### src/rtl/dio_pkg.sv
package dio_pkg;
    // Bank selected by the page field for the shared interrupt window
    typedef enum logic [1:0] {
        PG_DATA = 2'd0,
        PG_POL  = 2'd1,
        PG_ENA  = 2'd2,
        PG_ID   = 2'd3
    } page_e;

    localparam int PAGE_BITS = 2;
endpackage

### src/rtl/dio_sync.sv
module dio_sync #(
    parameter int W = 8
) (
    input  logic         clk,
    input  logic         rst_n,
    input  logic [W-1:0] d,
    output logic [W-1:0] q
);
    logic [W-1:0] meta_q;
    logic [W-1:0] stable_q;

    always_ff @(posedge clk) begin
        if (!rst_n) begin
            meta_q   <= '0;
            stable_q <= '0;
        end else begin
            meta_q   <= d;
            stable_q <= meta_q;
        end
    end

    assign q = stable_q;
endmodule

### src/rtl/dio_edge_unit.sv
module dio_edge_unit #(
    parameter int W = 8
) (
    input  logic         clk,
    input  logic         rst_n,
    input  logic [W-1:0] lvl,
    input  logic [W-1:0] pol,
    input  logic [W-1:0] en,
    input  logic         clr_we,
    input  logic [W-1:0] clr_keep,
    output logic [W-1:0] id_q
);
    logic [W-1:0] prev_q;
    logic [W-1:0] rise;
    logic [W-1:0] fall;
    logic [W-1:0] hit;
    logic [W-1:0] kept;

    always_comb begin
        rise = lvl & ~prev_q;
        fall = ~lvl & prev_q;
        hit  = en & ((pol & rise) | (~pol & fall));
        kept = clr_we ? (id_q & clr_keep) : id_q;
    end

    always_ff @(posedge clk) begin
        if (!rst_n) begin
            prev_q <= '0;
            id_q   <= '0;
        end else begin
            prev_q <= lvl;
            id_q   <= kept | hit;   // a fresh edge survives a clear
        end
    end
endmodule

### src/rtl/dio_paged_ctrl.sv
module dio_paged_ctrl
    import dio_pkg::*;
#(
    parameter int NUM_PORTS = 6,
    parameter int BYTE_W    = 8,
    parameter int INT_PORTS = 3,
    parameter int ADDR_W    = 4
) (
    input  logic                        clk,
    input  logic                        rst_n,
    input  logic                        bus_wr,
    input  logic [ADDR_W-1:0]           bus_addr,
    input  logic [BYTE_W-1:0]           bus_wdata,
    output logic [BYTE_W-1:0]           bus_rdata,
    input  logic [NUM_PORTS*BYTE_W-1:0] pin_in,
    output logic [NUM_PORTS*BYTE_W-1:0] pin_oe,
    output logic                        irq
);
    localparam int LINES     = NUM_PORTS * BYTE_W;
    localparam int INT_LINES = INT_PORTS * BYTE_W;
    localparam logic [ADDR_W-1:0] OFF_PEND = ADDR_W'(NUM_PORTS);
    localparam logic [ADDR_W-1:0] OFF_PAGE = ADDR_W'(NUM_PORTS + 1);
    localparam int OFF_BANK  = NUM_PORTS + 2;

    logic [LINES-1:0]     oe_q;
    logic [LINES-1:0]     lvl_s;
    logic [NUM_PORTS-1:0] lock_q;
    page_e                page_q;
    logic [INT_LINES-1:0] pol_q;
    logic [INT_LINES-1:0] en_q;
    logic [INT_LINES-1:0] id_flat;
    logic [INT_PORTS-1:0] port_pend;
    logic [INT_PORTS-1:0] clr_we;
    logic [INT_PORTS-1:0] wr_bank;
    logic                 wr_page;

    // Write decode
    always_comb begin
        wr_page = bus_wr && (bus_addr == OFF_PAGE);
        for (int k = 0; k < INT_PORTS; k++) begin
            wr_bank[k] = bus_wr && (bus_addr == ADDR_W'(OFF_BANK + k));
            clr_we[k]  = wr_bank[k] && (page_q == PG_ID);
        end
    end

    // Port data registers, blocked by their lock bits
    always_ff @(posedge clk) begin
        if (!rst_n) begin
            oe_q <= '0;
        end else begin
            for (int p = 0; p < NUM_PORTS; p++) begin
                if (bus_wr && (bus_addr == ADDR_W'(p)) && !lock_q[p])
                    oe_q[p*BYTE_W +: BYTE_W] <= bus_wdata;
            end
        end
    end

    // Page field and lock bits
    always_ff @(posedge clk) begin
        if (!rst_n) begin
            page_q <= PG_DATA;
            lock_q <= '0;
        end else if (wr_page) begin
            page_q <= page_e'(bus_wdata[BYTE_W-1 -: PAGE_BITS]);
            lock_q <= bus_wdata[NUM_PORTS-1:0];
        end
    end

    // Paged polarity and enable banks
    always_ff @(posedge clk) begin
        if (!rst_n) begin
            pol_q <= '0;
            en_q  <= '0;
        end else begin
            for (int k = 0; k < INT_PORTS; k++) begin
                if (wr_bank[k] && page_q == PG_POL)
                    pol_q[k*BYTE_W +: BYTE_W] <= bus_wdata;
                if (wr_bank[k] && page_q == PG_ENA)
                    en_q[k*BYTE_W +: BYTE_W] <= bus_wdata;
            end
        end
    end

    dio_sync #(.W(LINES)) sync_i (
        .clk  (clk),
        .rst_n(rst_n),
        .d    (pin_in),
        .q    (lvl_s)
    );

    for (genvar k = 0; k < INT_PORTS; k++) begin : g_edge
        dio_edge_unit #(.W(BYTE_W)) edge_i (
            .clk     (clk),
            .rst_n   (rst_n),
            .lvl     (lvl_s[k*BYTE_W +: BYTE_W]),
            .pol     (pol_q[k*BYTE_W +: BYTE_W]),
            .en      (en_q[k*BYTE_W +: BYTE_W]),
            .clr_we  (clr_we[k]),
            .clr_keep(bus_wdata),
            .id_q    (id_flat[k*BYTE_W +: BYTE_W])
        );
        assign port_pend[k] = |id_flat[k*BYTE_W +: BYTE_W];
    end

    // Read mux
    always_comb begin
        bus_rdata = '0;
        for (int p = 0; p < NUM_PORTS; p++) begin
            if (bus_addr == ADDR_W'(p))
                bus_rdata = ~lvl_s[p*BYTE_W +: BYTE_W];
        end
        if (bus_addr == OFF_PEND)
            bus_rdata[INT_PORTS-1:0] = port_pend;
        if (bus_addr == OFF_PAGE) begin
            bus_rdata[BYTE_W-1 -: PAGE_BITS] = page_q;
            bus_rdata[NUM_PORTS-1:0]         = lock_q;
        end
        for (int k = 0; k < INT_PORTS; k++) begin
            if (bus_addr == ADDR_W'(OFF_BANK + k)) begin
                unique case (page_q)
                    PG_POL:  bus_rdata = pol_q[k*BYTE_W +: BYTE_W];
                    PG_ENA:  bus_rdata = en_q[k*BYTE_W +: BYTE_W];
                    PG_ID:   bus_rdata = id_flat[k*BYTE_W +: BYTE_W];
                    PG_DATA: bus_rdata = '0;
                endcase
            end
        end
    end

    assign pin_oe = oe_q;
    assign irq    = |port_pend;
endmodule

### config.mk
export PLATFORM = sky130hd
export DESIGN_NAME = dio_paged_ctrl
export DESIGN_NICKNAME = d
export VERILOG_FILES = /design/src/rtl/dio_pkg.sv /design/src/rtl/dio_sync.sv /design/src/rtl/dio_edge_unit.sv /design/src/rtl/dio_paged_ctrl.sv
export SDC_FILE = /design/constraint.sdc
export NUM_CORES = 1
export LEC_CHECK = 0
export BUFFER_PORTS_ARGS = -buffer_cell sky130_fd_sc_hd__buf_2
export CAP_MARGIN = 20
export CORE_ASPECT_RATIO = 1.25
export CORE_UTILIZATION = 50
export DETAILED_ROUTE_END_ITERATION = 8
export GPL_TIMING_DRIVEN = 0
export PLACE_DENSITY = 0.73
export SLEW_MARGIN = 20
export SYNTH_ARGS = -nofsm -noshare
export SYNTH_HDL_FRONTEND = slang
export SYNTH_HIERARCHICAL = 1
export SYNTH_SLANG_ARGS = --single-unit
### constraint.sdc
create_clock -name clk -period 3.4 [get_ports clk]
set_input_delay 0.68 -clock clk [delete_from_list [all_inputs] [get_ports clk]]
set_output_delay 0.68 -clock clk [all_outputs]
set_load 0.02 [all_outputs]
* After elaboration in Yosys (flattened, before gate mapping)
Cells that the tools add are included.
** Word-level totals
- Output and inout bits :: 57
- Memories kept :: 0
- Register bits after elaboration :: 248
- Memory bits (writable) :: 0
- Bits in latches :: 0
- ROM bits :: 0
** Operators by class
- Multiply operators :: 0
- Bitwise gates (word level) :: 36
- Reductions and logical operators :: 37
- Mux-type cells :: 17
- Divide/modulo/power cells :: 0
- Add/sub/neg operators :: 0
- Shifts and indexed selects :: 0
- Equal/unequal tests :: 13
- Order comparisons :: 0
** Operator list (number)
- bitwise AND 8 bit :: 18
- 2-to-1 mux 8 bit :: 13
- inverter 8 bit :: 12
- one-hot mux 8 bit (4 select lines) :: 3
- OR 8 bit :: 6
- logical AND 1 bit :: 25
- OR reduction 24 bit :: 1
- OR reduction 8 bit :: 3
- == test 4 x 3 -> 1 bit (second input constant) :: 4
- == test 4 bit (second input constant) :: 3
- == test 4 x 2 -> 1 bit (second input constant) :: 2
- zero test 1 bit :: 6
- == test 2 bit (second input constant) :: 2
- == test 4 x 1 -> 1 bit (second input constant) :: 1
- zero test 4 bit :: 1
- 2-to-1 mux 3 bit :: 1
- == test 2 x 1 -> 1 bit (second input constant) :: 1
- zero test 2 bit :: 1

* Depth between registers and ports, before layout
- Depth in word-level cells :: 12
- Depth in mapped cells :: 9

* Hierarchy
The synthesis kept the hierarchy.
** By module, submodules not included
- dio_paged_ctrl :: sequential area each 2082.0 um^2, instances 1, cells an instance 600, area each 5646.7 um^2
- dio_sync :: sequential area each 1921.8 um^2, instances 1, cells an instance 202, area each 2603.7 um^2
- dio_edge_unit :: sequential area each 320.3 um^2, instances 3, cells an instance 66, area each 705.7 um^2

* Least setup slack after synthesis
OpenSTA, ideal clock, no wires.
- Path kind :: input to output
- From :: in bus_addr[0]
- To :: out bus_rdata[4]
- Stages :: 7
- Setup slack :: 534 ps
- Arrival :: 2186 ps
- Cell sequence :: buf_4 buf_6 or3b_1 o31ai_1 a32oi_1 o21bai_1 a211oi_1
** On the way
- Cells in the longest elaborated chain, start to end :: 11
- Elaborated cells on any way between the ends :: 20
** Ends and longest elaborated chain
- from (decl) :: RTL line dio_paged_ctrl.sv:12 : input logic [ADDR_W-1:0] bus_addr,
- zero test 4 bit :: RTL line dio_paged_ctrl.sv:109 : if (bus_addr == ADDR_W'(p))
- 2-to-1 mux 8 bit (6 in a row) :: RTL line dio_paged_ctrl.sv:109
- 2-to-1 mux 8 bit :: RTL line dio_paged_ctrl.sv:114 : if (bus_addr == OFF_PAGE) begin
- 2-to-1 mux 8 bit (2 in a row) :: RTL line dio_paged_ctrl.sv:119 : if (bus_addr == ADDR_W'(OFF_BANK + k)) begin
- 2-to-1 mux 8 bit (*) :: RTL line dio_paged_ctrl.sv:119
- to (decl) :: RTL line dio_paged_ctrl.sv:14 : output logic [BYTE_W-1:0] bus_rdata,
Mark *: on every way between the ends. The rest lies on a longest branch, timed or not.

* Worst setup path in the final report
- From :: reg page_q[0]
- To :: out bus_rdata[6]
** On the way
- Cells in the longest elaborated chain, start to end :: 5
- Elaborated cells on any way between the ends :: 11
** Ends and longest elaborated chain
- from (decl) :: RTL line dio_paged_ctrl.sv:28 : page_e page_q;
- from (signal assigned) :: RTL line dio_paged_ctrl.sv:64 : page_q <= page_e'(bus_wdata[BYTE_W-1 -: PAGE_BITS]);
- == test 2 bit, or another cell as far along :: RTL line dio_paged_ctrl.sv:120 : unique case (page_q)
- one-hot mux 8 bit (4 select lines) :: RTL line dio_paged_ctrl.sv:120
- 2-to-1 mux 8 bit (2 in a row) :: RTL line dio_paged_ctrl.sv:119
- 2-to-1 mux 8 bit (*) :: RTL line dio_paged_ctrl.sv:119
Marked as above.

==> summary.txt <==
GRT
  – Grt met2 use: 0.460
  – Initial antenna violation count: 0
  – Global-route wire length before repair: 42500 um
  – M1 GR Usage: 0.330
  – All-layer global routing usage: 0.270
  – Largest net degree at the start of global routing: 33
  – Gr ovfl total: 0
  – Met3 Usage GRT: 0.0335
  – Gr busiest metal: met2
  – Number of global-route vias before repair: 7397

Finish
  – Most frequent cells in the layout: dfxtp_1, buf_2, and2_1
  – Commonest non-fill, non-tap cell in the layout: dfxtp_1
  – Share of post-route cells with drive strength above 1: 0.255
  – # diodes: 0
  – Fillers: 1748
  – Area grow syn2layout: 16.8%
  – Nets@finish: 1208
  – Post-layout util: 0.598

Floorplanning
  – Initial Utilization: 0.512
  – Die Y: 163 um
  – Die Wd: 131 um
  – Core area: 20200 um2
  – Die ar.: 21300 um2
  – Row count: 58
  – Ports: 120

Yosys
  – Seq/Total Area, Yosys: 0.479
  – Synthesized area per cell: 10.4 um2
  – Distinct cells, synth: 63
  – Yosys reg bits: 248
  – Compound-gate portion of the synthesized area: 0.134
  – FFs w/ async S/R, synth: 0
  – Mapped cell area: 10400 um2
  – Synth warn: 6
  – Post-Synth XOR/XNOR Area: 0
  – EDFF count, synth: 0
  – Adder-cell share of the synthesized area: 0
  – Largest family of logic cells by synthesized area: simple AND/OR/NAND/NOR gates
  – Mux cell area share after synthesis: 0.106
  – Synthesized Nets: 1063
  – Ys flop type: dfxtp_1
  – Cell count after synthesis: 1000
  – Simple-Gate Fraction of Synth Area: 0.240

Detailed routing
  – Total Routed Length: 28700 um
  – Initial DRC Count: 385
  – Final antenna-violating net count: 0
  – Drt wl/cell: 20.0 um
  – Vias: 7930
  – Vias/cell: 5.54
  – Number of remaining DRC errors: 0
  – First drt pass iteration count: 5

Worst setup path
  – Arrival time at the worst endpoint: 2.67 ns
  – Critical path class: flop to output pin
  – Crit end category: output pin
  – Worst EP required: 2.72 ns
  – Worst setup SP type: flop
  – CP Max Fanout: 10

Timing
  – Hold WS: 0.363 ns
  – Max-slew violations: 0
  – Tcrit/Tclk final: 0.984
  – Final TNS setup: 0 ns
  – Unrepaired setup endpoints after global routing: no
  – Relative slew slack: 0.425
  – Final hold violations: 0
  – Min Tclk post-route: 3.35 ns
  – Setup-failing EPs final: 0
  – Clock skew: 0.0129 ns
  – Final setup margin: 0.0531 ns
  – F_max: 0.299 GHz
  – Measured slew at the worst slew-check pin: 0.863 ns

Clock tree
  – CTS root buffer: clkbuf_16
  – CTS H-tree lvls: 1
  – CTS tree: yes
  – Worst-skew pair later-pin latency: 0.51 ns
  – CTS max path bufs: 3
  – CTS Buf Count: 24
  – Clk pin slew, worst setup/hold paths: 0.07 ns
  – Post-CTS Hold Fix Bufs: 0
  – Post-CTS setup buffer count: 0
  – CTS sink count: 248

Power
  – Worst IR drop on VDD: 0.337 mV
  – PD cells: 501 nW/um2
  – Leakage power: 0.00502 uW

Run status
  – Outcome: completed

Placed design
  – Place WS: 0.127 ns
  – Routability cong.: 0.986
  – PortBufs: 119
  – Post-DP HPWL: 20500 um

Run
  – Max Cap Viol: 0

Worst hold path
  – Worst min path class: primary input to flop
## final timing paths
kind | start | endpoint | slack [ns] | depth (start not counted)
max | page_q[0] | bus_rdata[6] | 0.05 | 7
min reg2reg | sync_i/meta_q[29] | sync_i/q[29] | 0.43 | 1
min | pin_in[46] | sync_i/meta_q[46] | 0.36 | 2
max reg2reg | page_q[1] | g_edge[0].edge_i/id_q[4] | 1.01 | 7
## synth_stat cells (3+ instances only)
cell	instances	area share
nand2_4	3	0.0033
o21ai_0	50	0.024
buf_6	15	0.016
dfxtp_1	248	0.48
a211oi_1	3	0.0022
clkbuf_1	27	0.0098
a21boi_1	29	0.021
a21boi_0	21	0.015
a211oi_2	3	0.0036
buf_2	15	0.0072
and2_2	24	0.017
inv_1	4	0.0014
a221o_1	3	0.0029
nand2_2	3	0.0018
and3b_1	24	0.020
o21ai_1	30	0.014
a21oi_1	16	0.0077
a221oi_1	18	0.015
and2_1	96	0.058
or3_1	6	0.0036
nor2_2	4	0.0024
mux2i_1	85	0.082
nand2b_1	4	0.0024
nor2_1	20	0.0072
nor3b_2	24	0.029
nand2_1	35	0.013
buf_4	8	0.0058
o22ai_1	6	0.0036
nor2b_1	82	0.049
mux2_2	19	0.021
nand3_1	10	0.0048
nor4_1	6	0.0036
nor2_4	4	0.0043
a22oi_1	10	0.0072
nor3_1	4	0.0019
o31ai_1	4	0.0029
## state kept, by name, indices dropped and copies added (netlist names), 6 cells and up
| register | count |
|---|---|
| g_edge.edge_i/id_q | 24 |
| lock_q | 6 |
| pol_q | 24 |
| pin_oe | 48 |
| sync_i/q | 48 |
| sync_i/meta_q | 48 |
| g_edge.edge_i/prev_q | 24 |
| en_q | 24 |
## final cells by class
type                            instances  area (um2)  area share
Clock buffer                           34         699      0.0578
Buffer                                 65         412      0.0340
Sequential cell                       248        4960       0.410
Timing Repair Buffer                  119         596      0.0492
Tap cell                              270         338      0.0279
Inverter                                5        18.8     0.00155
Clock inverter                          9        76.3     0.00630
Multi-Input combinational cell        682        5000       0.413
## cells by family after synthesis
family          count (synthesis)
mux                           106
flops                         248
buf+inv                        70
compound gates                210
simple gates                  366
## power breakdown
group	total, uW	switching (uW)	internal [uW]	leakage, uW
Sequential	3010	38.2	2970	0.00202
Combinational	441	259	183	0.00262
Clock	2610	1100	1510	0.000385
## timing repair
item	in CTS	in global routing
resized for setup	2	6
setup endpoints to repair	3	5
pin swaps	0	0
## routing by layer
layer | vias to the layer above | share of wire
li1 | 3771 | -
met1 | 3728 | 0.41
met2 | 349 | 0.47
met3 | 82 | 0.062
met4 | 0 | 0.051
met5 | - | 0
## critical path: stages (launching register included)
cell      delay [ns]
dfxtp_1         0.30
buf_2           0.21
buf_6           0.20
buf_4           0.26
mux2_2          0.36
a221oi_1        0.51
a211oi_2        0.12
buf_2           0.19
## per-stage QoR
step | total power [uW] | cells | cell area [um2]
after floorplan | 3330 | 1000 | 10400
after detailed placement | 3510 | 1389 | 11300
after CTS | 6090 | 1432 | 12100
after global routing | 6260 | 1432 | 12100
final | 6060 | 1432 | 12100
after global placement | 3510 | 1389 | 11300
No activity file was read; power rests on OpenSTA's default activity.
